===== src/rtl/pb_pkg.sv =====
package pb_pkg;

    parameter int unsigned RISE_TICKS = 30;
    parameter int unsigned FALL_T0    = 30;
    parameter int unsigned FALL_T1    = 60;
    parameter int unsigned FALL_T2    = 250;
    parameter int unsigned FALL_T3    = 1000;
    localparam int unsigned MAX_TICKS = FALL_T3;
    localparam int unsigned CNT_W     = $clog2(MAX_TICKS + 1);

    typedef logic [CNT_W-1:0] cnt_t;

    typedef struct packed {
        logic fire;     // an edge was accepted this cycle
        logic pressed;  // new level is pressed
    } edge_evt_t;

    function automatic cnt_t fall_limit(input logic [1:0] sel);
        case (sel)
            2'd0:    return cnt_t'(FALL_T0);
            2'd1:    return cnt_t'(FALL_T1);
            2'd2:    return cnt_t'(FALL_T2);
            default: return cnt_t'(FALL_T3);
        endcase
    endfunction

endpackage


===== src/rtl/pb_sync.sv =====
module pb_sync #(
    parameter int unsigned STAGES = 2
) (
    input  logic clk,
    input  logic rst,
    input  logic din,
    output logic dout
);
    logic [STAGES-1:0] chain;

    generate
        for (genvar g = 0; g < STAGES; g++) begin : g_stage
            always_ff @(posedge clk) begin
                if (rst) chain[g] <= 1'b1;
                else if (g == 0) chain[g] <= din;
                else chain[g] <= chain[(g == 0) ? 0 : g - 1];
            end
        end
    endgenerate

    assign dout = chain[STAGES-1];
endmodule


===== src/rtl/pb_debounce.sv =====
module pb_debounce
    import pb_pkg::*;
(
    input  logic       clk,
    input  logic       rst,
    input  logic       pin_s,
    input  logic       tick,
    input  logic [1:0] fall_sel,
    output logic       level,
    output edge_evt_t  evt
);
    cnt_t cnt;
    cnt_t limit;
    logic differ;

    assign differ = (pin_s != level);
    assign limit  = pin_s ? cnt_t'(RISE_TICKS) : fall_limit(fall_sel);

    always_comb begin
        evt.fire    = differ && tick && (cnt >= limit - cnt_t'(1));
        evt.pressed = !pin_s;
    end

    always_ff @(posedge clk) begin
        if (rst) begin
            level <= 1'b1;
            cnt   <= '0;
        end else if (!differ) begin
            cnt <= '0;
        end else if (tick) begin
            if (evt.fire) begin
                level <= pin_s;
                cnt   <= '0;
            end else begin
                cnt <= cnt + cnt_t'(1);
            end
        end
    end


    level_on_tick_chk: assert property (@(posedge clk) disable iff (rst)
        !tick |=> $stable(level));


    cnt_bound_chk: assert property (@(posedge clk) disable iff (rst)
        cnt < cnt_t'(MAX_TICKS));


    cnt_restart_chk: assert property (@(posedge clk) disable iff (rst)
        !differ |=> cnt == '0);
endmodule


===== src/rtl/pb_irq.sv =====
module pb_irq
    import pb_pkg::*;
(
    input  logic      clk,
    input  logic      rst,
    input  edge_evt_t evt,
    input  logic      irq_clr,
    input  logic      sys_off,
    input  logic      supply_ok,
    output logic      flag,
    output logic      wake
);
    logic off_q;
    logic off_entry;

    assign off_entry = sys_off && !off_q;

    always_ff @(posedge clk) begin
        if (rst) begin
            flag  <= 1'b0;
            wake  <= 1'b0;
            off_q <= 1'b0;
        end else begin
            off_q <= sys_off;
            if (evt.fire)                   flag <= 1'b1;
            else if (irq_clr || off_entry)  flag <= 1'b0;
            wake <= evt.fire && evt.pressed && sys_off && supply_ok;
        end
    end


    flag_rise_chk: assert property (@(posedge clk) disable iff (rst)
        $rose(flag) |-> $past(evt.fire));


    flag_fall_chk: assert property (@(posedge clk) disable iff (rst)
        $fell(flag) |-> $past(irq_clr || off_entry));


    wake_qual_chk: assert property (@(posedge clk) disable iff (rst)
        wake |-> $past(sys_off && supply_ok && evt.pressed));


    wake_single_chk: assert property (@(posedge clk) disable iff (rst)
        wake |=> !wake);
endmodule


===== src/rtl/pb_button_ctrl.sv =====
module pb_button_ctrl
    import pb_pkg::*;
#(
    parameter int unsigned SYNC_STAGES = 2
) (
    input  logic       clk,
    input  logic       rst,
    input  logic       btn_pin_n,
    input  logic       tick,
    input  logic [1:0] fall_sel,
    input  logic       irq_mask,
    input  logic       irq_clr,
    input  logic       sys_off,
    input  logic       supply_ok,
    output logic       sense,
    output logic       irq_flag,
    output logic       irq_out,
    output logic       wake_req
);
    logic      pin_s;
    logic      level;
    edge_evt_t evt;

    pb_sync #(.STAGES(SYNC_STAGES)) i_sync (
        .clk(clk), .rst(rst), .din(btn_pin_n), .dout(pin_s)
    );

    pb_debounce i_deb (
        .clk(clk), .rst(rst), .pin_s(pin_s), .tick(tick),
        .fall_sel(fall_sel), .level(level), .evt(evt)
    );

    pb_irq i_irq (
        .clk(clk), .rst(rst), .evt(evt), .irq_clr(irq_clr),
        .sys_off(sys_off), .supply_ok(supply_ok),
        .flag(irq_flag), .wake(wake_req)
    );

    assign sense   = !level;
    assign irq_out = irq_flag && !irq_mask;


    mask_gate_chk: assert property (@(posedge clk) disable iff (rst)
        irq_mask |-> !irq_out);


    sense_move_chk: assert property (@(posedge clk) disable iff (rst)
        (sense != $past(sense)) |-> $past(evt.fire));
endmodule


===== config.mk =====
export PLATFORM = sky130hd
export DESIGN_NAME = pb_button_ctrl
export DESIGN_NICKNAME = d
export VERILOG_FILES = /design/src/rtl/pb_pkg.sv /design/src/rtl/pb_sync.sv /design/src/rtl/pb_debounce.sv /design/src/rtl/pb_irq.sv /design/src/rtl/pb_button_ctrl.sv
export SDC_FILE = /design/constraint.sdc
export NUM_CORES = 1
export LEC_CHECK = 0
export ABC_AREA = 1
export ABC_CLOCK_PERIOD_IN_PS = 3100
export CAP_MARGIN = 20
export CORE_MARGIN = 5
export CORE_UTILIZATION = 48
export CTS_BUF_LIST = sky130_fd_sc_hd__clkbuf_4
export DETAILED_ROUTE_END_ITERATION = 6
export GPL_TIMING_DRIVEN = 0
export PLACE_DENSITY = 0.78
export SYNTH_ARGS = -nofsm -noshare
export SYNTH_HDL_FRONTEND = slang
export SYNTH_HIERARCHICAL = 1
export SYNTH_SLANG_ARGS = --single-unit

===== constraint.sdc =====
create_clock -name clk -period 3.1 [get_ports clk]
set_input_delay 0.93 -clock clk [delete_from_list [all_inputs] [get_ports clk]]
set_output_delay 0.93 -clock clk [all_outputs]
set_load 0.01 [all_outputs]

==> summary.md, run 1 <==
| Metric | Value |
|---|---|
| Final wirelength | `2000 um` |
| Ratio of cells with drive above 1 in the final layout | `11.2%` |
| Layout Cells excl Fill | `188` |
| Overflow after GRT | `0` |
| Inst Count DP | `184` |
| # fillers | `203` |
| 1st-iter DRT viols | `26` |
| Initial core utilization | `50.9%` |
| Overall power | `0.354 mW` |
| Gr busiest metal | `met2` |
| PwrDens | `294 nW/um^2` |
| Final setup violation count | `0` |
| Post-synth EDFFs | `0` |
| Tightest Pin Transition | `0.287 ns` |
| Critical path class | `in2out` |
| Mapped Cells | `144` |
| Most frequent cell after synthesis | `nand2_1` |
| CTS root buf | `clkbuf_4` |
| Chip width | `55.8 um` |
| Met3 usage | `3.02%` |
| Synthesis Warnings | `6` |
| FF+latch count, synth | `16` |
| Vias | `919` |
| DP HPWL | `1640 um` |
| Footprint of the multi-input gates | `578 um^2` |
| Ranking of synthesized cells by area | `dfxtp_1, ha_1, nand2_1` |
| Routed len/inst | `10.6 um` |
| Final cycle utilization of the critical path | `93.9%` |
| Sw Pwr | `0.0837 mW` |
| H-tree levels | `1` |
| IO Pins | `14` |
| Synth-to-layout area growth | `19.1%` |
| Met1 usage | `15.7%` |
| Clk_lat worst skew | `0.29 ns` |
| Hold Crit Class | `reg2reg` |
| Final nets | `183` |
| Antenna violations before repair | `0` |
| Max clock buf depth | `2` |
| CP startpoint kind | `primary input` |
| Residual DRC | `0` |
| Pins over their slew limit | `0` |
| Synthesized area | `1010 um^2` |
| Yosys top cell area share | `31.8%` |
| Main synth FF type | `dfxtp_1` |
| Final Critical Period | `2.91 ns` |
| Flop pwr share | `59.2%` |
| Final Wtd Congestion | `0.798` |
| Remaining antenna violation count | `0` |
| Largest net degree at the start of global routing | `10` |
| Type of element capturing the critical path | `output port` |
| Worst-case vdd ir drop | `0.225 mV` |
| Port buffer count | `13` |
| Antenna diodes | `0` |
| Skew final | `0.00272 ns` |
| First-pass GRT wire length | `3500 um` |
| Comb power frac | `8.3%` |
| GRT Total Usage | `14.1%` |
| DR vias/cell | `4.89` |
| Die Y | `55.8 um` |
| CP arrival | `1.98 ns` |
| Share of the yosys chip area belonging to registers | `31.8%` |
| Final hold violation count | `0` |
| GR Layer Usage met2 | `25.5%` |
| FF/Latch Area | `320 um^2` |
| Util after Layout | `60.6%` |
| Post-synth cell types | `22` |
| Mean Syn Cell Area | `7.00 um^2` |
| Core region area | `1980 um^2` |
| FFs w/ async S/R, synth | `0%` |
| Clock share of power | `32.5%` |
| Max cap viols | `0` |
| Highest Clock Rate | `344 MHz` |
| TritonCTS buffer count | `3` |
| Status | `completed` |
| Row count | `16` |
| Clock sink count | `16` |
| RSZ-0062 raised after global routing | `no` |
| CTS tree | `done` |
| Total die area | `3120 um^2` |
| Hold-fix buffers at CTS | `0` |
| Syn Nets | `165` |
| Worst Path Required | `2.17 ns` |
| Sw Ratio | `23.7%` |
| Worst-path clk slew | `0.09 ns` |
| Top post-synthesis cells by count | `nand2_1, inv_1, nor2_1` |
| Leak | `0.564 nW` |
| Cell internal pwr | `0.270 mW` |
| Top cell type by total area after synthesis | `dfxtp_1` |
| Slew HR | `80.8%` |
| Vias in the first global route | `879` |
| Pre-antenna DRT Iters | `4` |
| Crit path max fanout | `1` |
==> cell usage in the layout, fill, tap and decap left out <==
cell	synthesis	final
nor3_2	3	3
o21ai_0	2	2
nand4_2	1	1
ha_1	11	11
or2_1	1	1
nor2_4	1	1
o21bai_1	1	1
clkdlybuf4s50_1	0	13
nand4_1	1	1
clkbuf_4	0	3
nand3_1	6	6
nand2_2	2	2
nor3_1	2	2
a21oi_1	4	4
inv_2	2	3
nor2_1	19	18
xnor2_1	3	3
dfxtp_1	16	16
mux2i_1	1	1
nand3_2	1	1
nor2_2	3	4
nand2_1	34	34
clkinv_1	0	1
inv_1	28	27
xor2_1	2	2
==> sequential cells by signal, indices dropped and copies added (netlist names) <==
register	flops
i_deb/cnt	10
i_deb/level	1
i_irq/flag	1
i_irq/off_q	1
i_irq/wake	1
i_sync/chain	1
i_sync/dout	1
==> layout make-up <==
type / count / share of cell area, %
Sequential cell: 16 / 26.7
Inverter: 30 / 9.38
Multi-Input combinational cell: 98 / 48.1
Clock inverter: 1 / 0.313
Timing Repair Buffer: 13 / 10.8
Tap cell: 27 / 2.81
Clock buffer: 3 / 1.88
==> repair_timing <==
action                                  4_1_cts  5_1_grt
endpoints found under the setup margin        0        3
buffers inserted                              0        0
resized for setup                             0        2
==> worst max-delay path, stage by stage <==
cell and delay (ns):
clkdlybuf4s50_1 0.42, nor2_2 0.10, clkdlybuf4s50_1 0.53
==> kinds of logic after synthesis <==
| group | count (synthesis) | share of synthesized area [%] |
|---|---|---|
| AOI/OAI and AO/OA | 7 | 3.72 |
| xor gates and xnor gates | 5 | 4.34 |
| adders and majority gates | 11 | 13.6 |
| buffers and inverters | 30 | 11.2 |
| DFF | 16 | 31.8 |
| muxes | 1 | 0.993 |
| and+or+nand+nor | 74 | 34.4 |
==> routing by layer <==
| metal | routed length, um | vias up |
|---|---|---|
| li1 | - | 476 |
| met1 | 872 | 412 |
| met2 | 1010 | 26 |
| met3 | 83 | 5 |
| met4 | 42 | 0 |
| met5 | 0 | - |
==> worst paths after layout <==
path	slack (ns)	endpoint	cells after the start	from
max	0.19	irq_out	3	irq_mask
min	0.42	i_sync/dout	2	i_sync/chain[0]
max reg2reg	0.95	i_irq/flag	13	i_sync/dout
min reg2reg	0.42	i_sync/dout	2	i_sync/chain[0]
==> power by group through the flow <==
stage	registers [mW]	logic, mW	clock network, mW
finish	0.209	0.0295	0.115
global route	0.210	0.0332	0.129
CTS	0.209	0.0295	0.121
detailed placement	0.214	0.0292	0
global placement	0.214	0.0280	0
floorplan	0.213	0.0132	0
==> per-stage QoR <==
step | hold slack (ns) | instance area (um^2) | setup slack [ns] | setup TNS, ns
after floorplan | 0.387 | 1010 | 0.659 | 0
after global placement | 0.395 | 1170 | -0.0750 | -0.181
after detailed placement | 0.399 | 1170 | -0.170 | -1.12
after CTS | 0.425 | 1200 | 0.131 | 0
after global routing | 0.459 | 1200 | 0.0617 | 0
final | 0.421 | 1200 | 0.189 | 0
(Power assumes the default switching activity.)
==> run 2: changes to the inputs <==
Settings changed: CORE_MARGIN 5 to not set, REMOVE_ABC_BUFFERS set to 1.
==> run 2 against run 1 <==
Effect of this change:
- cell area decreased by 0.31%
- global-route usage is 5.1 points higher
- worst setup slack better by 0.0055 ns
- sequential share of layout area is 0.084 points higher
- routed wire length down 9.3%
- utilization is 0.43 points higher
- clock-buffer cell count did not move
- fmax rose by 0.19%
- register-to-register slack better by 0.04 ns
- highest routed layer unchanged
==> summary.md, run 2 (same netlist as run 1, synthesis figures left out) <==
| Metric | Value |
|---|---|
| Status | `completed` |
| Pre-antenna DRT Iters | `4` |
| Post-DP Area | `1170 um^2` |
| GRT Total Usage | `19.2%` |
| PwrDens | `286 nW/um^2` |
| Hold-fix buffers at CTS | `0` |
| Tightest Pin Transition | `0.267 ns` |
| Remaining antenna violation count | `0` |
| Final wirelength | `1820 um` |
| CTS tree | `done` |
| Sw Pwr | `0.0745 mW` |
| CP Cell Sequence | `clkdlybuf4s50_1, nor2_2, clkdlybuf4s50_1` |
| RSZ-0062 raised after global routing | `no` |
| Clock share of power | `30.4%` |
| Largest stage delay, worst path | `0.53 ns` |
| Cell internal pwr | `0.268 mW` |
| Flop-to-flop setup slack | `0.99 ns` |
| Vias in the first global route | `798` |
| Worst-case vdd ir drop | `0.282 mV` |
| Die Y | `47.8 um` |
| Setup ws final | `0.195 ns` |
| TritonCTS buffer count | `3` |
| Clk_lat worst skew | `0.28 ns` |
| Commonest non-fill, non-tap cell in the layout | `nand2_1` |
| Final cycle utilization of the critical path | `93.7%` |
| Clock sink count | `16` |
| Highest Clock Rate | `344 MHz` |
| Hold EP | `i_sync/dout` |
| Initial core utilization | `51.4%` |
| Final Wtd Congestion | `0.759` |
| Leak | `0.563 nW` |
| Max reg flops | `10` |
| 1st-iter DRT viols | `19` |
| FF-to-FF End | `i_irq/wake` |
| Setup TNS | `0 ns` |
| Synth-to-layout area growth | `18.7%` |
| RR Startpoint | `i_sync/dout` |
| Worst-path clk slew | `0.08 ns` |
| CTS root buf | `clkbuf_4` |
| Setup slack at placement | `-0.121 ns` |
| Worst hold margin | `0.420 ns` |
| Post-CTS sizing | `0` |
| Hold Crit Class | `reg2reg` |
| Antenna diodes | `0` |
| Ratio of cells with drive above 1 in the final layout | `11.3%` |
| Type of element capturing the critical path | `output port` |
| Largest net degree at the start of global routing | `9` |
| Crit path max fanout | `1` |
| Antenna violations before repair | `0` |
| Commonest cells after routing, fill and taps aside | `nand2_1, inv_1, nor2_1` |
| Post-route met1 wirelength | `789 um` |
| Port buffer count | `13` |
| Inst Count DP | `184` |
| Critical path class | `in2out` |
| Routed len/inst | `9.71 um` |
| Final setup violation count | `0` |
| Hold Path Depth | `2` |
| IO Pins | `14` |
| Chip width | `47.8 um` |
| Overall power | `0.343 mW` |
| Residual DRC | `0` |
| Slew HR | `82.0%` |
| Layout Cells excl Fill | `187` |
| # fillers | `199` |
| Final nets | `183` |
| Core region area | `1960 um^2` |
| CP arrival | `1.98 ns` |
| Final instance area | `1200 um^2` |
| CP startpoint kind | `primary input` |
| Worst path most repeated cell | `clkdlybuf4s50_1` |
| Total die area | `2290 um^2` |
| DR vias/cell | `4.82` |
| Sw Ratio | `21.8%` |
| Worst Path Required | `2.17 ns` |
| Final hold violation count | `0` |
| Final Critical Period | `2.91 ns` |
| Max layer used | `met4` |
| Skew final | `0.000481 ns` |
| Comb power frac | `8.5%` |
| Hold Startpoint | `i_sync/chain[0]` |
| Post-CTS setup buffer count | `0` |
| Overflow after GRT | `0` |
| Util after Layout | `61.0%` |
| Row count | `16` |
| R2R cell count | `13` |
| DP HPWL | `1530 um` |
| Flop pwr share | `61.1%` |
| CP max stage cell | `clkdlybuf4s50_1` |
| Pins over their slew limit | `0` |
| H-tree levels | `1` |
| Max clock buf depth | `2` |
| Max cap viols | `0` |
| First-pass GRT wire length | `3020 um` |
| Met2 wire length | `947 um` |
| Vias | `901` |
| DR WL met3 | `45 um` |
| Biggest register | `i_deb/cnt` |
==> run 2: worst max-delay path by stage <==
stage	startpoint	depth (start not counted)	endpoint
after detailed placement	fall_sel[1]	15	i_irq/wake
after floorplan	fall_sel[1]	14	i_irq/wake
after CTS	fall_sel[1]	15	i_irq/wake
after global routing	fall_sel[1]	15	i_irq/wake
final	irq_mask	3	irq_out
after global placement	fall_sel[1]	15	i_irq/wake
==> run 2: area by class of cell <==
| class | instances | area [um^2] | area share, % |
|---|---|---|---|
| tap | 27 | 33.8 | 2.82 |
| sequential | 16 | 320 | 26.8 |
| clock buffer | 3 | 22.5 | 1.88 |
| timing repair buffer | 13 | 130 | 10.9 |
| multi-input combinational | 98 | 578 | 48.3 |
| inverter | 30 | 113 | 9.40 |
==> run 2: layer usage <==
layer,vias to the layer above,GRT usage (%)
li1,473,-
met1,413,21.2
met2,11,34.6
met3,4,2.26
met4,0,11.7
met5,-,0
==> run 2: worst max-delay path: cells and delay by family <==
family,cells,cell delay (ns)
buf+inv,2,0.94
simple gates,1,0.10
==> run 2: power by group through the flow <==
stage | registers (mW) | clock network, mW | logic [mW]
3_3_place_gp | 0.214 | 0 | 0.0281
4_1_cts | 0.209 | 0.110 | 0.0294
6_report | 0.209 | 0.104 | 0.0292
5_1_grt | 0.210 | 0.115 | 0.0335
2_1_floorplan | 0.213 | 0 | 0.0132
3_5_place_dp | 0.214 | 0 | 0.0292
==> run 3: changes to the inputs <==
Settings changed: HOLD_SLACK_MARGIN set to 0.03.
==> results of run 3 <==
The final DEF is identical to that of run 2; final timing and power are the same.
